**config.mk**
```make
export PLATFORM = sky130hd
export DESIGN_NAME = mixed_scan_renderer
export DESIGN_NICKNAME = d
export VERILOG_FILES = /design/src/rtl/mtr_pkg.sv /design/src/rtl/mtr_addr_gen.sv /design/src/rtl/mtr_mode_reg.sv /design/src/rtl/mtr_pix_out.sv /design/src/rtl/mixed_scan_renderer.sv
export SDC_FILE = /design/constraint.sdc
export NUM_CORES = 1
export LEC_CHECK = 0
export ABC_AREA = 1
export BUFFER_PORTS_ARGS = -buffer_cell sky130_fd_sc_hd__buf_4
export CORE_AREA = 2 2 69 71
export DETAILED_ROUTE_END_ITERATION = 12
export DIE_AREA = 0 0 71 73
export GPL_TIMING_DRIVEN = 0
export PLACE_DENSITY = 0.87
export RECOVER_POWER = 50
export SETUP_SLACK_MARGIN = 0.3
export SYNTH_ARGS = -nofsm -noshare
export SYNTH_HDL_FRONTEND = slang
export SYNTH_HIERARCHICAL = 1
export SYNTH_SLANG_ARGS = --single-unit
```
**constraint.sdc**
```tcl
create_clock -name clk -period 2.2 [get_ports clk]
set_input_delay 0.33 -clock clk [delete_from_list [all_inputs] [get_ports clk]]
set_output_delay 0.33 -clock clk [all_outputs]
set_load 0.02 [all_outputs]
```
**src/rtl/mtr_pkg.sv**
```systemverilog
package mtr_pkg;
    localparam int CNT_W      = 10;
    localparam int ADDR_W     = 16;
    localparam int DATA_W     = 8;
    localparam int RGB_W      = 6;
    localparam int CELL_W_LOG = 3;
    localparam int CELL_H_LOG = 4;
    localparam int SCALE_LOG  = 2;
    localparam int ROW_W      = CNT_W - CELL_H_LOG;
    localparam int COL_W      = CNT_W - CELL_W_LOG;
    localparam int IY_W       = 7;

    // Information about one screen position as it moves down the pipeline
    typedef struct packed {
        logic                  vis;
        logic                  img;
        logic                  fetch;
        logic [CELL_W_LOG-1:0] col;
        logic [CELL_H_LOG-1:0] line;
    } stage_t;
endpackage

```
**src/rtl/mtr_addr_gen.sv**
```systemverilog
module mtr_addr_gen
    import mtr_pkg::*;
#(
    parameter int H_ACTIVE = 640,
    parameter int V_ACTIVE = 480,
    parameter int V_TOTAL  = 525,
    parameter int FETCH_H  = 640,
    parameter int MODE_COL = 94
) (
    input  logic              clk,
    input  logic              rst_n,
    input  logic [CNT_W-1:0]  h_cnt,
    input  logic [CNT_W-1:0]  v_cnt,
    input  logic              mode_img,
    output logic [ADDR_W-1:0] addr_q,
    output stage_t            st_q
);
    localparam logic [CNT_W-1:0] H_ACT_C = CNT_W'(H_ACTIVE);
    localparam logic [CNT_W-1:0] V_ACT_C = CNT_W'(V_ACTIVE);
    localparam logic [CNT_W-1:0] V_PRE_C = CNT_W'(V_ACTIVE - 1);
    localparam logic [CNT_W-1:0] V_END_C = CNT_W'(V_TOTAL - 1);
    localparam logic [CNT_W-1:0] FETCH_C = CNT_W'(FETCH_H);
    localparam logic [COL_W-1:0] MODE_C  = COL_W'(MODE_COL);

    typedef struct packed {
        logic [ADDR_W-1:0] addr;
        stage_t            st;
    } ag_t;

    ag_t ag_d, ag_q;

    logic             vis_d, last_d, band_end_d, fetch_d;
    logic [ROW_W-1:0] band_nxt_d;

    always_comb begin
        vis_d      = (h_cnt < H_ACT_C) && (v_cnt < V_ACT_C);
        last_d     = (v_cnt == V_END_C);
        band_end_d = (v_cnt < V_PRE_C) && (v_cnt[CELL_H_LOG-1:0] == '1);
        fetch_d    = (h_cnt == FETCH_C) && (last_d || band_end_d);
        band_nxt_d = last_d ? '0 : ROW_W'((v_cnt + CNT_W'(1)) >> CELL_H_LOG);

        ag_d.st.vis   = vis_d;
        ag_d.st.img   = mode_img;
        ag_d.st.fetch = fetch_d;
        ag_d.st.col   = h_cnt[CELL_W_LOG-1:0];
        ag_d.st.line  = v_cnt[CELL_H_LOG-1:0];

        if (fetch_d) begin
            ag_d.addr = {3'b111, band_nxt_d, MODE_C};
        end else if (mode_img) begin
            ag_d.addr = {1'b1, h_cnt[CNT_W-1:SCALE_LOG],
                         v_cnt[SCALE_LOG+IY_W-1:SCALE_LOG]};
        end else begin
            ag_d.addr = {3'b111, v_cnt[CNT_W-1:CELL_H_LOG],
                         h_cnt[CNT_W-1:CELL_W_LOG]};
        end
    end

    always_ff @(posedge clk) begin
        if (!rst_n) begin
            ag_q <= '0;
        end else begin
            ag_q <= ag_d;
        end
    end

    assign addr_q = ag_q.addr;
    assign st_q   = ag_q.st;

    // a mode fetch never steals a visible pixel's read slot
    a_r3_fetch_in_blank: assert property (@(posedge clk) disable iff (!rst_n)
        st_q.fetch |-> !st_q.vis);

    // a mode fetch targets the unused column of a text row
    a_r3_fetch_addr: assert property (@(posedge clk) disable iff (!rst_n)
        st_q.fetch |-> (addr_q[COL_W-1:0] == MODE_C && addr_q[ADDR_W-1:ADDR_W-3] == 3'b111));
endmodule

```
**src/rtl/mtr_mode_reg.sv**
```systemverilog
module mtr_mode_reg
    import mtr_pkg::*;
(
    input  logic              clk,
    input  logic              rst_n,
    input  logic              fetch_ret,
    input  logic [DATA_W-1:0] mem_rdata,
    output logic              mode_img
);
    logic mode_d, mode_q;

    always_comb begin
        mode_d = mode_q;
        if (fetch_ret) begin
            mode_d = (mem_rdata == DATA_W'(1));
        end
    end

    always_ff @(posedge clk) begin
        if (!rst_n) begin
            mode_q <= 1'b0;
        end else begin
            mode_q <= mode_d;
        end
    end

    assign mode_img = mode_q;

    // band mode changes only when a fetched byte returns
    a_r3_mode_hold: assert property (@(posedge clk) disable iff (!rst_n)
        !fetch_ret |=> $stable(mode_img));

    // any returned value other than 1 leaves the band in text mode
    a_r4_only_one_is_image: assert property (@(posedge clk) disable iff (!rst_n)
        (fetch_ret && mem_rdata != DATA_W'(1)) |=> !mode_img);
endmodule

```
**src/rtl/mtr_pix_out.sv**
```systemverilog
module mtr_pix_out
    import mtr_pkg::*;
(
    input  logic                  clk,
    input  logic                  rst_n,
    input  stage_t                st_in,
    input  logic [DATA_W-1:0]     mem_rdata,
    input  logic [DATA_W-1:0]     glyph_row,
    output logic [DATA_W-1:0]     glyph_code,
    output logic [CELL_H_LOG-1:0] glyph_line,
    output logic                  fetch_ret,
    output logic [RGB_W-1:0]      rgb
);
    localparam logic [CELL_W_LOG-1:0] LEFT_BIT = CELL_W_LOG'(DATA_W - 1);

    typedef struct packed {
        stage_t           s2;
        stage_t           s3;
        logic [RGB_W-1:0] rgb;
    } po_t;

    po_t po_d, po_q;

    logic glyph_bit_d;

    always_comb begin
        glyph_bit_d = glyph_row[LEFT_BIT - po_q.s3.col];
        po_d.s2 = st_in;
        po_d.s3 = po_q.s2;
        if (!po_q.s3.vis) begin
            po_d.rgb = '0;
        end else if (po_q.s3.img) begin
            po_d.rgb = mem_rdata[RGB_W-1:0];
        end else begin
            po_d.rgb = glyph_bit_d ? '1 : '0;
        end
    end

    always_ff @(posedge clk) begin
        if (!rst_n) begin
            po_q <= '0;
        end else begin
            po_q <= po_d;
        end
    end

    assign glyph_code = mem_rdata;
    assign glyph_line = po_q.s3.line;
    assign fetch_ret  = po_q.s3.fetch;
    assign rgb        = po_q.rgb;

    // a non-black output must come from a visible position
    a_r7_blank_black: assert property (@(posedge clk) disable iff (!rst_n)
        (rgb != '0) |-> $past(po_q.s3.vis));

    // text pixels are full white or black
    a_r5_mono: assert property (@(posedge clk) disable iff (!rst_n)
        (po_q.s3.vis && !po_q.s3.img) |=> (rgb == '0 || rgb == '1));

    // bitmap pixels carry the low six data bits
    a_r6_image_byte: assert property (@(posedge clk) disable iff (!rst_n)
        (po_q.s3.vis && po_q.s3.img) |=> (rgb == $past(mem_rdata[RGB_W-1:0])));
endmodule

```
**src/rtl/mixed_scan_renderer.sv**
```systemverilog
module mixed_scan_renderer
    import mtr_pkg::*;
#(
    parameter int H_ACTIVE = 640,
    parameter int V_ACTIVE = 480,
    parameter int V_TOTAL  = 525,
    parameter int FETCH_H  = 640,
    parameter int MODE_COL = 94
) (
    input  logic                  clk,
    input  logic                  rst_n,
    input  logic [CNT_W-1:0]      h_cnt,
    input  logic [CNT_W-1:0]      v_cnt,
    output logic [ADDR_W-1:0]     mem_addr,
    input  logic [DATA_W-1:0]     mem_rdata,
    output logic [DATA_W-1:0]     glyph_code,
    output logic [CELL_H_LOG-1:0] glyph_line,
    input  logic [DATA_W-1:0]     glyph_row,
    output logic [RGB_W-1:0]      rgb
);
    logic   mode_img;
    logic   fetch_ret;
    stage_t st1;

    mtr_addr_gen #(
        .H_ACTIVE (H_ACTIVE),
        .V_ACTIVE (V_ACTIVE),
        .V_TOTAL  (V_TOTAL),
        .FETCH_H  (FETCH_H),
        .MODE_COL (MODE_COL)
    ) u_addr (
        .clk      (clk),
        .rst_n    (rst_n),
        .h_cnt    (h_cnt),
        .v_cnt    (v_cnt),
        .mode_img (mode_img),
        .addr_q   (mem_addr),
        .st_q     (st1)
    );

    mtr_mode_reg u_mode (
        .clk       (clk),
        .rst_n     (rst_n),
        .fetch_ret (fetch_ret),
        .mem_rdata (mem_rdata),
        .mode_img  (mode_img)
    );

    mtr_pix_out u_pix (
        .clk        (clk),
        .rst_n      (rst_n),
        .st_in      (st1),
        .mem_rdata  (mem_rdata),
        .glyph_row  (glyph_row),
        .glyph_code (glyph_code),
        .glyph_line (glyph_line),
        .fetch_ret  (fetch_ret),
        .rgb        (rgb)
    );
endmodule

```
# ---- Word level (Yosys, flattened, before mapping)
# Cells that the tools add are included.
dict set report word_totals {
  regBits 53
  in_bits 38
  output_inout_bits 34
}
dict set report op_classes {
  addsub 2
  n_lt_le_gt_ge 4
  n_eq_ne 4
  mux 7
  bitwise 1
  n_reduce_logical 6
}
# op n
set op_table {}
lappend op_table {{$mux W15} 2}
lappend op_table {{$eq A10 B10 Y1 const B} 2}
lappend op_table {{$lt A10 B9 Y1 const B} 2}
lappend op_table {{$mux W6} 3}
lappend op_table {{$add A10 B1 Y10 const B} 1}
lappend op_table {{$lt A10 B10 Y1 const B} 1}
lappend op_table {{$eq A8 B1 Y1 const B} 1}
lappend op_table {{$eq A4 B4 Y1 const B} 1}
lappend op_table {{$lt A3 B4 Y1 const B} 1}
lappend op_table {{$bmux W1 S3} 1}
lappend op_table {{$logic_and A1 B1 Y1} 3}
lappend op_table {{$sub A3 B3 Y3 const A} 1}
lappend op_table {{$reduce_and A2 Y1} 1}
lappend op_table {{$reduce_or A2 Y1} 1}
lappend op_table {{$logic_or A1 B1 Y1} 1}
lappend op_table {{$mux W1} 1}
lappend op_table {{$not A1 Y1} 1}

# ---- Depth between registers and ports, before layout
# Gate-level depths: netlist (run 1).
dict set report logic_depth {
  word_depth 5
  depth_mapped 9
}

# ---- By module
# The synthesis (run 1) kept the hierarchy.
# mod instances cells_per_inst area_per_inst_um2 seq_area_each_um2
set by_module_without_submodules {}
lappend by_module_without_submodules {mtr_addr_gen 1 178 1301.2 520.5}
lappend by_module_without_submodules {mtr_pix_out 1 124 980.9 520.5}
lappend by_module_without_submodules {mtr_mode_reg 1 17 82.6 20.0}

# ---- Worst setup path after synthesis (run 1)
# No wires, ideal clock.
dict set report synth_path {
  path_type {input -> register}
  from {input v_cnt[4]}
  to {register u_addr.ag_q (netlist bit u_addr/addr_q[0])}
  setup_ns 0.117
  t_arrival_ns 1.060
  required_ns 2.083
  path_slack_ns 1.024
  path_stages 9
  cell_sequence {buf_6 -> nor2_2 -> nand3_1 -> nor2_1 -> nand2_1 -> nand2_4 -> nand2_8 -> nand2_4 -> nor2_2}
}
dict set report synth_between {
  elab_chain_len 5
  elab_cells_between_ends 6
}
# element line_no
set synth_rtl {}
lappend synth_rtl {{start: declaration} mixed_scan_renderer.sv:13} ;# input logic [CNT_W-1:0] v_cnt,
lappend synth_rtl {{$lt A10 B9 Y1} mtr_addr_gen.sv:38} ;# band_end_d = (v_cnt < V_PRE_C) && (v_cnt[CELL_H_LOG-1:0] == '1);
lappend synth_rtl {{$logic_and A1 B1 Y1} mtr_addr_gen.sv:38}
lappend synth_rtl {{$logic_or A1 B1 Y1 (*)} mtr_addr_gen.sv:39} ;# fetch_d = (h_cnt == FETCH_C) && (last_d || band_end_d);
lappend synth_rtl {{$logic_and A1 B1 Y1 (*)} mtr_addr_gen.sv:39}
lappend synth_rtl {{$reduce_or A2 Y1 (no source line) (*)} --}
lappend synth_rtl {{end signal: assignment} mtr_addr_gen.sv:63} ;# ag_q <= ag_d;
lappend synth_rtl {{end: declaration} mtr_addr_gen.sv:30} ;# ag_t ag_d, ag_q;
# Every way passes the cells marked *; elsewhere a longest branch is shown, timed or not.
# A chain may end at the register's enable or synchronous reset.

==> results.md, run 1 <==
Synth:
- After synthesis, flip-flops and latches occupy 44.9% of the total area.
- Dividing the synthesized area by the synthesized cell count gives 7.41 µm².
- After synthesis, the share of flip-flops with an asynchronous set or reset is 0%.
- For this run, the number of Yosys warnings is 6.
- The leading register cell type out of synthesis is dfxtp_1.
- The synthesized netlist contains 27 unique library cells.
- After synthesis the netlist holds a flip-flop and latch count of 53.
- Counting every instance in the synthesized netlist gives 319.
- The post-synthesis cell area is 0.00236 mm².
- Synthesis produced a netlist with a net count of 357.
- The number of flops mapped to enable cells by yosys is 0.

Pwr:
- Sequential cells burn 49.7% of the power.
- The leakage power is 1.70 nW.
- In this run, the combinational gates consume about an eighth of the power.
- The switching power is 0.000455 W.
- The power density relative to cell area is 662 mW/mm².
- Cell internal power was estimated by the tool at about 0.0016 W.
- The relative contribution of the clock network to total power is 37.1%.
- Net switching is 22.6% of the power.
- The maximum vdd drop is 0.398 mV.

CTS:
- The cell sitting at the root of the clock tree is a clkbuf_8.
- The clock sink count is 53.
- The clock tree from TritonCTS is built.
- The clock latency on the worst-skew pair is around 300 ps.
- Post-CTS timing repair inserted 0 buffers for setup.
- Buffers inserted to repair hold after CTS numbered 0.
- The number of clock buffers added by TritonCTS is 5.
- The number of gates resized after CTS was 0.
- After clock tree synthesis, the clock-pin slew on the worst setup and hold paths is 90 ps.
- The buffer levels on the longest clock path is 2.
- The H-tree was split into 2 levels.

Die:
- The die boundary height is roughly 73 µm.
- Row generation in the floorplan step produced 25 rows.
- The total core area is roughly 0.0045 mm².
- Once the floorplan was initialized, standard cells occupied 52.1% of the core.
- The die footprint is 0.00518 mm².
- The I/O pin total is 72.
- The overall die width is just over 70 µm.

Run:
- Max-cap violations in this run came to 0.

Critical path:
- Tracing the worst setup path back leads to its startpoint at rst_n.
- STA classifies the critical path startpoint as an input pin.
- The critical path class is input pin to register.
- The category of the worst setup path capture point is a register.
- In this run the critical register-to-register path is captured at u_addr/addr_q[0].
- For the worst setup path, the data required time is 2450 ps.
- The path depth of the worst reg2reg path is 4.
- The data arrival time at the worst-slack endpoint is approximately 1800 ps.
- In this run the worst path has a maximum fanout of 10.
- The reg2reg setup slack is around 840 ps.
- The end point of the critical path is u_addr/addr_q[11].
- The startpoint identified for the worst register-to-register timing path is u_mode/mode_img.

Timing:
- For the final database, setup skew stands at 5.27 ps.
- The worst-margin pin slew is 564 ps.
- Final hold analysis gives a worst-case slack of 215 ps.
- The number of endpoints failing setup at the final stage is 0.
- The worst pin sits at a relative slew slack of 62.4%.
- Setup total negative slack on the finished layout was measured at 0 ps.
- The final period utilization is between 60 and 70%.
- The minimum clock period is 1520 ps.
- The maximum operating frequency is 0.657 GHz.
- The number of slew-limit violations in the final report is 0.
- The final hold violation count was 0.
- Setup repair after global routing left no endpoint under its margin.

Drt:
- The routed layout has 2098 vias.
- Dividing the detail-routed wire length by the instance count gives 11.1 µm.
- The post-route antenna net violation count is 0.
- The average vias per placed instance is 4.65.
- The DRC violations left is 0.
- The total length of routed wires is 5.02 mm.
- The first-pass iteration count of the detailed router is 4.
- For this block, the initial DRC count from the detailed router was between 80 and 90.

GRT:
- The global-route wire length before repair is 8.02 mm.
- The aggregate global routing overflow is 0.
- The number of global-route vias before repair is 1834.
- The initial antenna violation count was 0.
- The all-layer global routing usage is 19.8%.
- Entering global routing, the biggest net connects 17 pins.

Final layout:
- The post-route netlist has between 20 and 30% of its cells at a drive strength greater than 1.
- The total of fill cells in the finished design is 423.
- The multi-input combinational cells in the finished layout cover a total of 873 µm².
- The final layout net count is about 430.
- Registers take approximately 0.0011 mm².
- The number of antenna diodes in the final layout is 0.
- From synthesis to final layout, the design area changed by 28.6%.

Place:
- The estimated wirelength of the detail-placed design is 3.90 mm.
- Input and output buffers added on the ports amount to 70.
- Routability-driven placement finished with a final weighted congestion of 0.928.

Status:
- The flow ran to the end, and the final reports show no timing, DRC or antenna violations.

Worst hold path:
- The worst hold path belongs to the class input pin to register.
## worst max-delay path: stages
cell and delay (ps):
clkbuf_1 260, clkbuf_1 490, clkbuf_1 480, nand3_2 120, nand2_1 90
## worst min path at each step
stage | depth (start not counted) | end | slack (ps) | from
global placement | 2 | u_pix/po_q[12] | 390 | u_pix/po_d[12]
global route | 2 | u_addr/st_q[9] | 230 | v_cnt[9]
floorplan | 0 | u_addr/addr_q[15] | 360 | rst_n
finish | 3 | u_addr/st_q[4] | 220 | h_cnt[0]
CTS | 1 | u_addr/addr_q[15] | 190 | rst_n
detailed placement | 2 | u_pix/glyph_line[0] | 400 | u_pix/po_d[6]
## through the flow
| step | setup slack (ps) | instance area [µm²] | util, % | power, W | std cells |
|---|---|---|---|---|---|
| after floorplan | 1020 | 2360 | - | 0.00117 | 319 |
| after global placement | 817 | 2960 | 65.2 | 0.00130 | 443 |
| after detailed placement | 814 | 2960 | 65.2 | 0.00130 | 443 |
| after CTS | 894 | 3090 | 68.2 | 0.00205 | 451 |
| after global routing | 623 | 3040 | 67.1 | 0.00211 | 451 |
| final | 679 | 3040 | 67.1 | 0.00201 | 451 |
## cell type report
cell class | count | area share (%)
sequential | 53 | 34.9
multi-input combinational | 174 | 28.7
timing repair buffer | 70 | 15.9
inverter | 66 | 8.14
buffer | 26 | 5.72
clock buffer | 5 | 2.26
tap | 54 | 2.22
clock inverter | 3 | 2.14
## cell usage in the layout (no fill, tap or decap), drive strengths merged
master	n
nand4	6
dfxtp	53
nand3b	2
a21oi	20
o21ai	6
bufinv	2
buf	79
xor2	1
clkinv	2
clkbuf	22
nor3	4
mux2i	3
inv	65
nor4	1
nand3	15
nand2	89
nor2	27
## kinds of logic (layout without fill, tap and decap cells)
family / count (synthesis) / after routing / synth area share [%]
XOR/XNOR: 1 / 1 / 0.370
AO/OA/AOI/OAI: 26 / 26 / 5.82
buffers and inverters: 92 / 170 / 18.1
multiplexers: 3 / 3 / 1.27
AND/OR/NAND/NOR: 144 / 144 / 29.6
flip-flops: 53 / 53 / 44.9
## registers in the layout, indices dropped and copies added, names as in the netlist
name / cells
u_pix/fetch_ret: 1
u_pix/glyph_line: 4
u_addr/addr_q: 16
u_pix/rgb: 6
u_pix/po_d: 10
u_mode/mode_img: 1
u_pix/po_q: 5
u_addr/st_q: 10
## cell usage after synthesis, types with 3 or more instances
cell / count / area (µm²)
a21oi_1: 18 / 90.1
buf_4: 19 / 143
o21ai_0: 6 / 30.0
nand2_4: 3 / 33.8
nand3_1: 8 / 40.0
nor3_1: 3 / 15.0
nor2_2: 6 / 37.5
nand4_1: 6 / 37.5
nand3_2: 7 / 70.1
buf_2: 3 / 15.0
nand2_1: 84 / 315
mux2i_1: 3 / 30.0
nor2_1: 20 / 75.1
inv_1: 63 / 236
dfxtp_1: 53 / 1060
clkbuf_1: 3 / 11.3
## power by group through the flow
stage | combinational, W | clock, W | sequential, W
final | 0.000265 | 0.000747 | 0.00100
after global routing | 0.000291 | 0.000809 | 0.00101
after CTS | 0.000278 | 0.000768 | 0.00100
after detailed placement | 0.000276 | 0 | 0.00102
after global placement | 0.000272 | 0 | 0.00102
after floorplan | 0.000126 | 0 | 0.00104
## metal layers
layer  GRT usage [%]  up-vias  part of all wire (%)
met5               0        -                     0
met4            6.50        0                   1.2
met3            4.01        6                   7.8
met2            36.8       80                    52
met1            22.7      924                    39
li1                -     1088                     -
(Power assumes the default switching activity.)
==> run 2, diff against run 1 <==
CORE_AREA = 2 2 72 74   (was 2 2 69 71)
DIE_AREA = 0 0 74 76   (was 0 0 71 73)
PLACE_DENSITY = 0.81   (was 0.87)
clock period = 1.4 ns   (was 2.2 ns; I/O delays follow)
==> run 2 against run 1 <==
Setup slack worse by 390 ps. Register-to-register slack lost 490 ps. Largest cell class unchanged. Critical path depth unchanged. Clock skew increased by 0.79 ps. Final cell count grew 3.5%. Wire length increased by 6.4%. Total power is 58% higher. Worst hold slack got worse by 120 ps.
==> results.md, run 2 (synthesis results as in run 1) <==
Critical path:
- The kind of cell with the highest combined delay along the critical path is buffers and inverters.
- The signal on the critical path passes through clkbuf_1 > buf_4 > clkbuf_1 > nand2_1 > inv_1.
- The data arrival time at the worst-slack endpoint is 1360 ps (-410 ps).
- The sum of buffers and inverters on the critical path was 4 (+1).
- By instance count, the cell type seen most on the critical path is clkbuf_1.
- The category of the worst setup path capture point is a register.
- The slowest stage of the critical path belongs to the cell clkbuf_1.
- The worst setup path is of the input pin to register kind.
- The type of origin of the critical path is an input pin.
- The largest stage delay on the critical path is 450 ps (-40 ps).
- The critical-path maximum fanout is 10 (unchanged).
- The worst path required time was 1650 ps (-800 ps).

Die:
- The effective utilization at floorplan came to 48.1% (-4.0 points).
- The overall die width was 74 µm (+4.2%).
- The total core area is 0.00491 mm² (+8.3%).
- The die footprint came to 0.00562 mm² (+8.5%).
- The number of placement rows is 26 (+4.0%).
- The die boundary height is 76 µm (+4.1%).
- The I/O pin total is 72 (unchanged).

Timing:
- The aggregate negative setup slack is 0 ps (unchanged).
- The number of slew-limit violations in the final report was 0 (unchanged).
- The worst-margin pin slew is 545 ps (-18.9 ps).
- The number of endpoints failing setup at the final stage came to 0 (unchanged).
- The final period utilization is about four fifths.
- The final hold violation count is 0 (unchanged).
- The minimum clock period is 1110 ps.
- The largest clock skew in the final design is 6.06 ps (+0.793 ps).
- Setup repair after global routing could not meet its margin everywhere.
- The maximum operating frequency is 0.902 GHz.
- The relative slew slack is 63.7% (+1.3 points).

CTS:
- The clock transition at the registers of the reported paths is 90 ps (about the same).
- The number of H-tree levels is 2 (unchanged).
- The buffer levels on the longest clock path is 2 (unchanged).
- The number of hold buffers added after cts was 0 (unchanged).
- The clock latency on the worst-skew pair is 300 ps (about the same).
- The number of buffers inserted during clock tree synthesis is 5 (unchanged).
- The clock tree from TritonCTS is built.
- The clock sink count is 53 (unchanged).
- The buffer cell driving the clock tree root is clkbuf_8.

Final layout:
- In the layout the commonest cells are 84 x nand2_1, 67 x buf_4, 63 x inv_1.
- The total of fill cells in the finished design is 454 (+7.3%).
- The post-route core utilization is 64.8% (-2.3 points).
- The final standard cell area without fillers is 0.00318 mm² (+4.6%).
- The combined area of the multi-input logic cells came to 926 µm² (+6.0%).
- The post-layout instance count excluding filler cells is 467 (+3.5%).
- The area growth from synthesis to layout is 34.6%.
- The final layout net count was 434 (unchanged).
- The fraction of final layout cells with drive strength greater than 1 is 31.7% (+4.0 points).
- The flip-flop count of the largest register, all copies and words added is 16 (unchanged).
- The number of antenna diodes came to 0 (unchanged).
- The library cell used most frequently in the layout, excluding fill and tap cells, is nand2_1.
- The storage element area is 0.00107 mm² (+0.71%).

Drt:
- The average vias per placed instance is 4.41 (-5.2%).
- The starting DRC count in detailed routing is 104 (+28%).
- The count of vias placed by the detailed router came to 2059 (-1.9%).
- The DRC violations left is 0 (unchanged).
- The final routed wire length divided by cell count is 11.4 µm (+2.8%).
- The first-pass iteration count of the detailed router is 4 (unchanged).
- The post-route antenna net violation count was 0 (unchanged).
- The total length of routed wires was 5.34 mm (+6.4%).

GRT:
- The global-route wire length before repair is 8.55 mm (+6.5%).
- The aggregate global routing overflow is 0 (unchanged).
- The all-layer global routing usage was 19.7% (-0.085 points).
- The initial antenna violation count is 0 (unchanged).
- The pin count of the biggest net entering global routing was 17 (unchanged).
- The number of global-route vias before repair is 1961 (+6.9%).

Pwr:
- The power density relative to cell area was 1000 mW/mm² (+51%).
- The maximum vdd drop was 0.481 mV (+21%).
- The leakage power came to 1.73 nW (+1.5%).

Place:
- The post-placement cell count is 459 (+3.6%).
- The routability congestion estimate came to 0.942 (+1.5%).
- The area of placed instances is 0.00298 mm² (+0.68%).
- The count of buffers from port buffering is 70 (unchanged).
- The estimated wirelength of the detail-placed design is 4.01 mm (+2.9%).

Worst hold path:
- The min-delay analysis places its worst path in the category input pin to register.

Run:
- The max-capacitance violation count is 0 (unchanged).

Status:
- The run finished with clean final reports.
[run 2: routing by layer]
metal | track usage, % | vias up | part of all wire [%]
li1 | - | 1089 | -
met1 | 21.5 | 885 | 40
met2 | 34.6 | 77 | 51
met3 | 5.16 | 8 | 6.8
met4 | 9.09 | 0 | 1.8
met5 | 0 | - | 0
[run 2: stage by stage]
step | setup slack, ps | hold WS (ps) | power (W)
final | 291 | 98.3 | 0.00319
after global routing | 186 | 83.6 | 0.00335
after CTS | 311 | 59.4 | 0.00322
after detailed placement | 14.1 | 372 | 0.00205
after global placement | -32.7 | 371 | 0.00204
after floorplan | 325 | 238 | 0.00184
[run 2: layout make-up]
type / instances / share of cell area [%]
clock buffer: 5 / 2.16
buffer: 26 / 6.45
tap: 70 / 2.75
multi-input combinational: 174 / 29.1
timing repair buffer: 70 / 16.2
clock inverter: 3 / 2.04
sequential: 53 / 33.6
inverter: 66 / 7.78
[run 2: path summary, 6_finish.rpt]
kind                        to  cells past startpoint            start  slack [ps]
max             u_addr/st_q[0]                      5            rst_n         290
min             u_addr/st_q[4]                      3         h_cnt[0]         100
max reg2reg  u_addr/addr_q[12]                      4  u_mode/mode_img         350
min reg2reg     u_pix/po_q[10]                      2   u_pix/po_d[10]         410
[run 2: repair_timing]
item                                    CTS  global route
pin swaps                                 0             1
setup buffers                             0             0
endpoints found under the setup margin   10            21
resized for setup                        10            28
[run 2: worst min-delay path, stage by stage]
cell     delay (ps)
buf_4            80
nand2_1          40
inv_1            40
[run 2: where the power goes]
| part | switching, W | internal [W] | leakage (nW) | total [W] |
|---|---|---|---|---|
| Combinational | 0.000246 | 0.000190 | 1.22 | 0.000437 |
| Clock | 0.000472 | 0.000710 | 0.0681 | 0.00118 |
| Sequential | 0.0000148 | 0.00156 | 0.438 | 0.00157 |
| Total | 0.000733 | 0.00246 | 1.73 | 0.00319 |
